<file path="config.mk">
export PLATFORM = sky130hd
export DESIGN_NAME = rxf_filter
export DESIGN_NICKNAME = d
export VERILOG_FILES = /design/src/rtl/rxf_pkg.sv /design/src/rtl/rxf_crc32.sv /design/src/rtl/rxf_stat_bank.sv /design/src/rtl/rxf_filter.sv
export SDC_FILE = /design/constraint.sdc
export NUM_CORES = 1
export LEC_CHECK = 0
export CORE_MARGIN = 2
export CORE_UTILIZATION = 59
export CTS_CLUSTER_DIAMETER = 150
export DETAILED_ROUTE_END_ITERATION = 10
export DONT_BUFFER_PORTS = 1
export GPL_TIMING_DRIVEN = 0
export PLACE_DENSITY_LB_ADDON = 0.05
export SLEW_MARGIN = 20
export SYNTH_ARGS = -nofsm -noshare
export SYNTH_HDL_FRONTEND = slang
export SYNTH_SLANG_ARGS = --single-unit
</file>
<file path="constraint.sdc">
create_clock -name clk -period 4 [get_ports clk]
set_input_delay 1 -clock clk [delete_from_list [all_inputs] [get_ports clk]]
set_output_delay 1 -clock clk [all_outputs]
set_load 0.01 [all_outputs]
</file>
<file path="src/rtl/rxf_pkg.sv">
package rxf_pkg;
  localparam int SEL_W = 3;
  localparam int NKIND = 5;

  typedef enum logic [SEL_W-1:0] {
    KIND_FWD   = 3'd0,
    KIND_FULL  = 3'd1,
    KIND_SMALL = 3'd2,
    KIND_BIG   = 3'd3,
    KIND_CRC   = 3'd4
  } rxf_kind_e;

  localparam logic [31:0] CRC_POLY    = 32'hEDB8_8320;
  localparam logic [31:0] CRC_INIT    = 32'hFFFF_FFFF;
  localparam logic [31:0] CRC_RESIDUE = 32'hDEBB_20E3;

  // One byte through the reflected CRC register, LSB first.
  function automatic logic [31:0] crc_step(input logic [31:0] c, input logic [7:0] b);
    logic [31:0] r;
    r = c ^ {24'h0, b};
    for (int k = 0; k < 8; k++) begin
      r = r[0] ? ((r >> 1) ^ CRC_POLY) : (r >> 1);
    end
    return r;
  endfunction
endpackage

</file>
<file path="src/rtl/rxf_crc32.sv">
module rxf_crc32 (
  input  logic       clk,
  input  logic       rst_n,
  input  logic       en,
  input  logic       start,
  input  logic [7:0] data,
  output logic       ok_now
);
  import rxf_pkg::*;

  logic [31:0] crc_q, crc_d;

  always_comb begin
    crc_d  = crc_step(start ? CRC_INIT : crc_q, data);
    ok_now = (crc_d == CRC_RESIDUE);
  end

  always_ff @(posedge clk or negedge rst_n) begin
    if (!rst_n)  crc_q <= CRC_INIT;
    else if (en) crc_q <= crc_d;
  end
endmodule

</file>
<file path="src/rtl/rxf_stat_bank.sv">
module rxf_stat_bank #(
  parameter int CNT_W = 32,
  parameter int NCNT  = rxf_pkg::NKIND
) (
  input  logic                       clk,
  input  logic                       rst_n,
  input  logic                       clear,
  input  logic                       inc_en,
  input  logic [rxf_pkg::SEL_W-1:0]  inc_sel,
  input  logic [rxf_pkg::SEL_W-1:0]  rd_sel,
  output logic [CNT_W-1:0]           rd_data,
  output logic [NCNT*CNT_W-1:0]      cnt_flat
);
  localparam logic [CNT_W-1:0] CMAX = '1;

  logic [CNT_W-1:0] cnt_q [NCNT];

  for (genvar g = 0; g < NCNT; g++) begin : g_cnt
    logic             hit;
    logic             upd;
    logic [CNT_W-1:0] cnt_d;

    always_comb begin
      hit   = inc_en && (inc_sel == rxf_pkg::SEL_W'(g));
      upd   = clear || (hit && (cnt_q[g] != CMAX));
      cnt_d = clear ? '0 : cnt_q[g] + 1'b1;
    end

    always_ff @(posedge clk or negedge rst_n) begin
      if (!rst_n)   cnt_q[g] <= '0;
      else if (upd) cnt_q[g] <= cnt_d;
    end

    assign cnt_flat[g*CNT_W +: CNT_W] = cnt_q[g];
  end

  always_comb begin
    rd_data = '0;
    for (int i = 0; i < NCNT; i++) begin
      if (rd_sel == rxf_pkg::SEL_W'(i)) rd_data = cnt_q[i];
    end
  end
endmodule

</file>
<file path="src/rtl/rxf_filter.sv">
module rxf_filter #(
  parameter int CNT_W   = 32,
  parameter int MIN_LEN = 60,
  parameter int MAX_LEN = 1514,
  parameter int FCS_LEN = 4
) (
  input  logic                      clk,
  input  logic                      rst_n,
  input  logic                      in_valid,
  input  logic [7:0]                in_data,
  input  logic                      in_last,
  input  logic                      buf_full,
  output logic                      out_valid,
  output logic [7:0]                out_data,
  output logic                      out_commit,
  output logic                      out_abort,
  input  logic [rxf_pkg::SEL_W-1:0] cnt_sel,
  input  logic                      cnt_clear,
  output logic [CNT_W-1:0]          cnt_rdata
);
  import rxf_pkg::*;

  localparam int              LEN_W   = $clog2(MAX_LEN + FCS_LEN + 2);
  localparam logic [LEN_W-1:0] MIN_TOT = LEN_W'(MIN_LEN + FCS_LEN);
  localparam logic [LEN_W-1:0] MAX_TOT = LEN_W'(MAX_LEN + FCS_LEN);

  logic             in_frame_q, in_frame_d;
  logic             full_q, full_d;
  logic [LEN_W-1:0] len_q, len_d;
  logic             first, full_now, end_now, crc_ok;
  logic [LEN_W-1:0] len_base, len_now;
  rxf_kind_e        kind;

  logic       ov_q, ov_d, cm_q, cm_d, ab_q, ab_d;
  logic [7:0] od_q;

  logic [NKIND*CNT_W-1:0] cnt_flat;

  rxf_crc32 u_crc (
    .clk    (clk),
    .rst_n  (rst_n),
    .en     (in_valid),
    .start  (first),
    .data   (in_data),
    .ok_now (crc_ok)
  );

  // Frame tracking and classification
  always_comb begin
    first    = in_valid && !in_frame_q;
    full_now = first ? buf_full : full_q;
    end_now  = in_valid && in_last;
    len_base = first ? '0 : len_q;
    len_now  = (len_base == '1) ? len_base : len_base + 1'b1;

    if (full_now)               kind = KIND_FULL;
    else if (len_now < MIN_TOT) kind = KIND_SMALL;
    else if (len_now > MAX_TOT) kind = KIND_BIG;
    else if (!crc_ok)           kind = KIND_CRC;
    else                        kind = KIND_FWD;

    in_frame_d = in_valid ? !in_last : in_frame_q;
    full_d     = in_valid ? full_now : full_q;
    len_d      = in_valid ? len_now  : len_q;

    ov_d = in_valid && !full_now;
    cm_d = end_now && !full_now && (kind == KIND_FWD);
    ab_d = end_now && !full_now && (kind != KIND_FWD);
  end

  always_ff @(posedge clk or negedge rst_n) begin
    if (!rst_n) begin
      in_frame_q <= 1'b0;
      full_q     <= 1'b0;
      len_q      <= '0;
      ov_q       <= 1'b0;
      cm_q       <= 1'b0;
      ab_q       <= 1'b0;
    end else begin
      in_frame_q <= in_frame_d;
      full_q     <= full_d;
      len_q      <= len_d;
      ov_q       <= ov_d;
      cm_q       <= cm_d;
      ab_q       <= ab_d;
    end
  end

  always_ff @(posedge clk or negedge rst_n) begin
    if (!rst_n)        od_q <= '0;
    else if (in_valid) od_q <= in_data;
  end

  assign out_valid  = ov_q;
  assign out_data   = od_q;
  assign out_commit = cm_q;
  assign out_abort  = ab_q;

  rxf_stat_bank #(.CNT_W(CNT_W), .NCNT(NKIND)) u_stats (
    .clk      (clk),
    .rst_n    (rst_n),
    .clear    (cnt_clear),
    .inc_en   (end_now),
    .inc_sel  (kind),
    .rd_sel   (cnt_sel),
    .rd_data  (cnt_rdata),
    .cnt_flat (cnt_flat)
  );
endmodule

</file>
==> run_results.csv, run 1 <==
group,metric,value,unit
status,status,"complete, no violations",
sta,tightest_slew,788,ps
synthesis,synth_nets,1580,
power_and_ir_drop,peakVddDrop,0.445,mV
global_route,gr-total-overflow,0,
power_and_ir_drop,leakagePower,6.41,nW
setup_path,cpMaxStageDelayCell,"xnor3_2",
setup_path,cp.arrival,4400,ps
sta,setup_violations,0,
cts,insertion_delay,540,ps
route,viasPerCell,6.40,
die,rows,55,
cts,numClockSinks,216,
die,io_pins,60,
layout,fin_nets,1642,
synthesis,yosys-top-cells-area,"dfrtp_1 33%, dfstp_2 6.1%, nor2_1 5.7%",
power_and_ir_drop,clockPowerShare,26.2,%
sta,finalCritPeriodShare,98.7,%
power_and_ir_drop,seq_power_share,31.2,%
placement,gp_congestion,1.05,
synthesis,syn_inst,1556,
power_and_ir_drop,power.internal,5.58,mW
route,wl_per_cell,22.1,um
die,die_w,157,um
synthesis,yosys-top-cells-count,"210 x nor2_1, 184 x dfrtp_1, 119 x a21oi_1",
layout,layout-drive-gt1-share,17.6,%
synthesis,netlist_area,13800,um^2
setup_path,path_cells,"buf_2, xnor2_1, xnor2_4, xnor3_2, nor4_1, a31oi_1, nor4_2, nand4_2, buf_4, or4_4, a21oi_2",
synthesis,yosysUniqueCellTypes,68,
setup_path,path_class,"input pin to flop",
power_and_ir_drop,power.share.switching,36.5,%
synthesis,yosysTopAreaCell,"dfrtp_1",
sta,final-max-slew-violation-count,0,
run,max-cap-violations,0,
synthesis,netlist.area_leader.share,33.4,%
layout,final_core_util,70.1,%
sta,period_needed,3950,ps
cts,h-tree-depth,1,
synthesis,async_flop_share,100,%
route,drc,0,
power_and_ir_drop,p_switching,3.21,mW
route,routed_wirelength,43.1,mm
die,die-area,24600,um^2
synthesis,synth_warnings,0,
route,dr.pass1.iters,6,
layout,area_delta_synth_final,15.8,%
power_and_ir_drop,p_per_area,551,nW/um^2
synthesis,syn_avg_cell_area,8.86,um^2
cts,cts_tree,"yes",
setup_path,slowest_delay,530,ps
sta,finalSetupTns,0,ps
placement,io_buffers,0,
global_route,grt_pass1_vias,11800,
die,die_h,157,um
route,drt_iter0_drc,1455,
global_route,grt_pass1_wl,67.2,mm
route,num_vias,12500,
synthesis,synth_seq_area_share,39.5,%
route,antenna_left,0,
global_route,grt_max_degree,217,
cts,cts_root_buf,"clkbuf_16",
setup_path,crit_fanout,8,
sta,finalHoldViolCount,0,
sta,rsz0062_at_grt,"yes",
power_and_ir_drop,combPwrFrac,42.6,%
synthesis,synth_edf_count,0,
die,initial_utilization,60.5,%
cts,numCtsBuffers,26,
sta,max_freq,253,MHz
global_route,antenna_found_initial,1,
sta,slew_headroom,47.4,%
setup_path,end_kind,"flop",
cts,cts.path.max_buffers,3,
cts,path_clk_slew,60,ps
synthesis,ys_ff_latch,216,
sta,skew,10.5,ps
die,core_area,22800,um^2
setup_path,cp.required,4450,ps
min_path,hold_path.class,"input pin to asynchronous set/reset pin",
global_route,track_usage,35.5,%
placement,hpwl,30.4,mm
synthesis,synth_most_common_cell,"nor2_1",
setup_path,cp-start-kind,"input pin",
synthesis,synth_ff_type,"dfrtp_1",
sequential cells by signal (all words and copies together), names as in the netlist:
register	cells
full_q	1
in_frame_q	1
len_q	11
out_abort	1
out_commit	1
out_data	8
out_valid	1
u_crc.crc_q	32
u_stats.cnt_flat	160
cell type report:
type	instances	area, um^2
clock inverters	7	35.0
repair buffers	38	344
diodes	1	2.50
inverters	23	86.3
plain buffers	98	566
multi-input cells	1215	8300
fillers	1786	6820
well taps	313	392
clock buffers	41	788
flip-flops and latches	216	5450
timing repair:
item                                    in CTS  in global routing
gates resized for setup                     40                 39
endpoints found under the hold margin        0                  0
setup buffers                               20                 16
pin swaps                                   15                 16
hold buffers                                 0                  0
gates cloned                                 2                  0
endpoints found under the setup margin     136                101
power by group through the flow:
stage | clock network, mW | registers [mW] | logic, mW
after floorplan | 0 | 2.70 | 2.79
after global placement | 0 | 2.76 | 3.36
after detailed placement | 0 | 2.76 | 3.43
after CTS | 2.32 | 2.73 | 3.52
after global routing | 2.41 | 2.77 | 4.03
final | 2.30 | 2.74 | 3.75
final timing paths:
path / start / to / slack, ps / depth (start not counted)
min: rst_n / u_stats.cnt_flat[98] / 180 / 0
max in group asynchronous: rst_n / u_stats.cnt_flat[114] / 3430 / 0
max: in_data[0] / u_stats.cnt_flat[28] / 50 / 11
max reg2reg: u_crc.crc_q[2] / u_stats.cnt_flat[28] / 110 / 12
min in group clk: u_crc.crc_q[30] / u_crc.crc_q[30] / 490 / 2
min reg2reg: u_crc.crc_q[30] / u_crc.crc_q[30] / 490 / 2
critical path, delay by kind of cell:
family          cells  cell delay (ps)
simple gates        4             1460
xor+xnor            3             1250
buf+inv             2              420
compound gates      2              260
routing by layer:
layer / wire [um] / track usage [%]
met3: 4560 / 9.66
met2: 18700 / 52.2
met5: 0 / 0
met4: 1630 / 11.4
met1: 18300 / 51.0
metrics by stage:
stage | setup WS (ps) | cells | hold WS, ps | area (um^2) | power, mW
after floorplan | -436 | 1556 | 460 | 14100 | 5.49
after global placement | -1500 | 1869 | 478 | 14500 | 6.11
after detailed placement | -1550 | 1869 | 480 | 14500 | 6.19
after CTS | 0.526 | 1938 | 155 | 15700 | 8.58
after global routing | -91.2 | 1951 | 155 | 16000 | 9.20
final | 53.0 | 1952 | 180 | 16000 | 8.79
kinds of logic (layout without fill, tap and decap cells):
| family | after synthesis | in the layout | share of synthesized area (%) |
|---|---|---|---|
| multiplexers | 97 | 97 | 8.44 |
| XOR/XNOR | 164 | 164 | 11.2 |
| other | 0 | 1 | 0 |
| AO/OA/AOI/OAI | 287 | 287 | 11.8 |
| buffers and inverters | 125 | 207 | 3.75 |
| flip-flops | 216 | 216 | 39.5 |
| AND/OR/NAND/NOR | 659 | 659 | 24.6 |
| adder cells (fa/ha/maj) | 8 | 8 | 0.708 |
placed cells by master, fill, tap and decap left out, types with 6 or more instances in the layout:
cell type	count
nor2_1	205
dfrtp_1	184
a21oi_1	113
nand2_1	86
xnor2_1	84
o21ai_0	80
clkbuf_1	72
or3_1	68
xor2_1	65
nand4_1	55
nand3_1	49
and3_1	48
mux2_2	34
buf_4	33
mux2i_1	32
dfstp_2	32
nor2b_1	31
clkbuf_16	27
o22ai_1	26
a22oi_1	23
inv_1	22
and2_1	12
mux2_4	12
and4_1	12
clkbuf_8	11
mux4_2	10
buf_6	9
nor3_1	8
mux2_1	8
buf_2	7
a31oi_1	7
nand2b_1	7
clkinv_2	7
nor2_2	6
nor3_2	6
nand2_2	6
ha_1	6
Note: power is estimated with default switching activity, not from simulation.
==> run 2, diff against run 1 <==
--- a/config.mk
+++ b/config.mk
@@ -7,2 +7,3 @@
 export LEC_CHECK = 0
+export ABC_CLOCK_PERIOD_IN_PS = 4000
 export CORE_MARGIN = 2
--- a/constraint.sdc
+++ b/constraint.sdc
@@ -3,2 +3,2 @@
 set_output_delay 1 -clock clk [all_outputs]
-set_load 0.01 [all_outputs]
+set_load 0.005 [all_outputs]
==> run 2 against run 1 <==
  * Sequential cell count stayed put
  * Via count shrank 0.33%
  * Core utilization shrank 0.40 points
  * Critical path type unchanged
  * Maximum frequency rose by 0.26%
  * Register-to-register slack better by 40 ps
  * Design area decreased by 0.57%
  * Hold slack got worse by 3.2 ps
  * Non-clock buffer count is 2 lower
  * Clock power about the same
  * Sequential power about the same
==> run_results.csv, run 2 (same netlist as run 1, synthesis figures left out) <==
group,metric,value,unit
placement,hpwl,30.4,mm
setup_path,cp-start-kind,"input pin",
status,status,"complete, no violations",
global_route,track_usage,35.5,%
power_and_ir_drop,power,8.77,mW
route,drc,0,
layout,layout_commonest_cell,"nor2_1",
run,max-cap-violations,0,
route,drt-met1-wl,18.3,mm
sta,skew,16.9,ps
layout,layout-drive-gt1-share,17.2,%
route,dr.pass1.iters,7,
setup_path,rrSetupSlack,150,ps
route,num_vias,12400,
power_and_ir_drop,p_per_area,553,nW/um^2
sta,slew_headroom,46.5,%
setup_path,rr_startpoint,"u_crc.crc_q[2]",
die,rows,55,
global_route,grt_pass1_wl,67.2,mm
cts,cts_root_buf,"clkbuf_16",
min_path,hold_path.class,"input pin to asynchronous set/reset pin",
setup_path,end_kind,"flop",
global_route,antenna_found_initial,1,
route,routed_wirelength,43.0,mm
sta,max_freq,254,MHz
route,wl_met2,18.7,mm
layout,largest_reg_flops,160,
placement,io_buffers,0,
cts,insertion_delay,540,ps
setup_path,cpMaxStageDelayCell,"and4_4",
cts,postCtsHoldBufs,0,
global_route,grt_pass1_vias,11800,
layout,register_area,5450,um^2
route,wl_per_cell,22.0,um
cts,path_clk_slew,60,ps
die,io_pins,60,
route,antenna_left,0,
die,initial_utilization,60.5,%
setup_path,crit_fanout,10,
layout,area_delta_synth_final,15.1,%
route,top_layer,"met4",
setup_path,cp.arrival,4350,ps
die,die_h,157,um
sta,tightest_slew,803,ps
setup_path,cp.required,4420,ps
layout,final_cell_mix,"205 x nor2_1, 184 x dfrtp_1, 114 x a21oi_1",
cts,numClockSinks,216,
cts,cts_tree,"yes",
placement,gp_congestion,1.05,
sta,final-max-slew-violation-count,0,
setup_path,r2r_end,"u_stats.cnt_flat[139]",
sta,setup_violations,0,
route,viasPerCell,6.38,
setup_path,r2r_cells,13,
global_route,gr-total-overflow,0,
setup_path,path_cells,"buf_8, nor2b_4, buf_6, buf_4, nor2_1, xnor2_2, buf_6, ha_1, nand3_1, a21oi_2, nand4_1, a211o_1, nor4_2, and4_4, buf_6, buf_4, nor2_1, mux2_1",
layout,fillerInstances,1800,
cts,cts.path.max_buffers,3,
sta,finalSetupTns,0,ps
die,die-area,24600,um^2
die,core_area,22800,um^2
cts,h-tree-depth,1,
power_and_ir_drop,leakagePower,6.37,nW
global_route,grt_max_degree,217,
route,drt_iter0_drc,1395,
route,wl_met3,4.47,mm
setup_path,slowest_delay,330,ps
setup_path,crit_top_cell,"buf_6",
cts,numCtsBuffers,26,
layout,fin_nets,1640,
setup_path,path_class,"input pin to flop",
sta,finalCritPeriodShare,98.4,%
die,die_w,157,um
sta,finalHoldViolCount,0,
layout,multi_input_area,8240,um^2
power_and_ir_drop,peakVddDrop,0.422,mV
sta,period_needed,3940,ps
[run 2: cell count changes in the layout (fill, tap and decap cells not counted), moves of 2 or more]
cell / previous run / this run
or4_4: 3 / 0
nand3_2: 4 / 6
or4_1: 2 / 5
buf_6: 9 / 6
[run 2: how the worst max path moves through the flow]
stage | from | to | depth (start not counted) | slack (ps)
finish | in_valid | u_stats.cnt_flat[139] | 18 | 60
global route | in_valid | u_stats.cnt_flat[13] | 16 | -100
CTS | in_valid | u_stats.cnt_flat[0] | 22 | 3
detailed placement | in_valid | u_stats.cnt_flat[25] | 22 | -1550
global placement | in_valid | u_stats.cnt_flat[25] | 22 | -1500
floorplan | in_valid | u_stats.cnt_flat[159] | 22 | -440
[run 2: critical path: cells and delay by family]
kind | cells | cell delay, ps
muxes | 1 | 320
xor gates and xnor gates | 1 | 180
and+or+nand+nor | 7 | 1170
AOI/OAI and AO/OA | 2 | 450
buffers and inverters | 6 | 1040
adders and majority gates | 1 | 170
[run 2: final cells by class]
class	count	area share (%)
clock inverters	7	0.221
diodes	1	0.0158
multi-input cells	1215	51.9
inverters	23	0.544
flip-flops and latches	216	34.3
clock buffers	41	4.97
plain buffers	98	3.54
well taps	313	2.47
repair buffers	36	2.01
[run 2: layer usage]
layer | vias to the layer above | global-route usage [%]
met3 | 90 | 9.66
met1 | 6166 | 51.0
met5 | - | 0
li1 | 5629 | -
met4 | 0 | 11.4
met2 | 564 | 52.2
[run 2: stage by stage]
step,utilization [%],area (um^2),hold WS [ps],setup slack [ps],std cells
3_5_place_dp,63.8,14500,480,-1550,1869
3_3_place_gp,63.8,14500,478,-1500,1869
5_1_grt,69.7,15900,155,-95.7,1949
4_1_cts,69.0,15700,155,2.94,1938
6_report,69.7,15900,177,63.4,1950
2_1_floorplan,-,14100,460,-436,1556
[run 2: report_power, final]
part | internal, mW | total [mW] | switching [mW] | leakage (nW)
clock network | 1.34 | 2.30 | 0.953 | 0.413
logic | 1.70 | 3.74 | 2.04 | 3.08
registers | 2.54 | 2.74 | 0.198 | 2.87
[run 2: repair_timing]
item                                    4_1_cts  5_1_grt
pin swaps                                    15       15
setup buffers                                20       14
cloned                                        2        0
resized for setup                            39       25
endpoints found under the setup margin      135      107
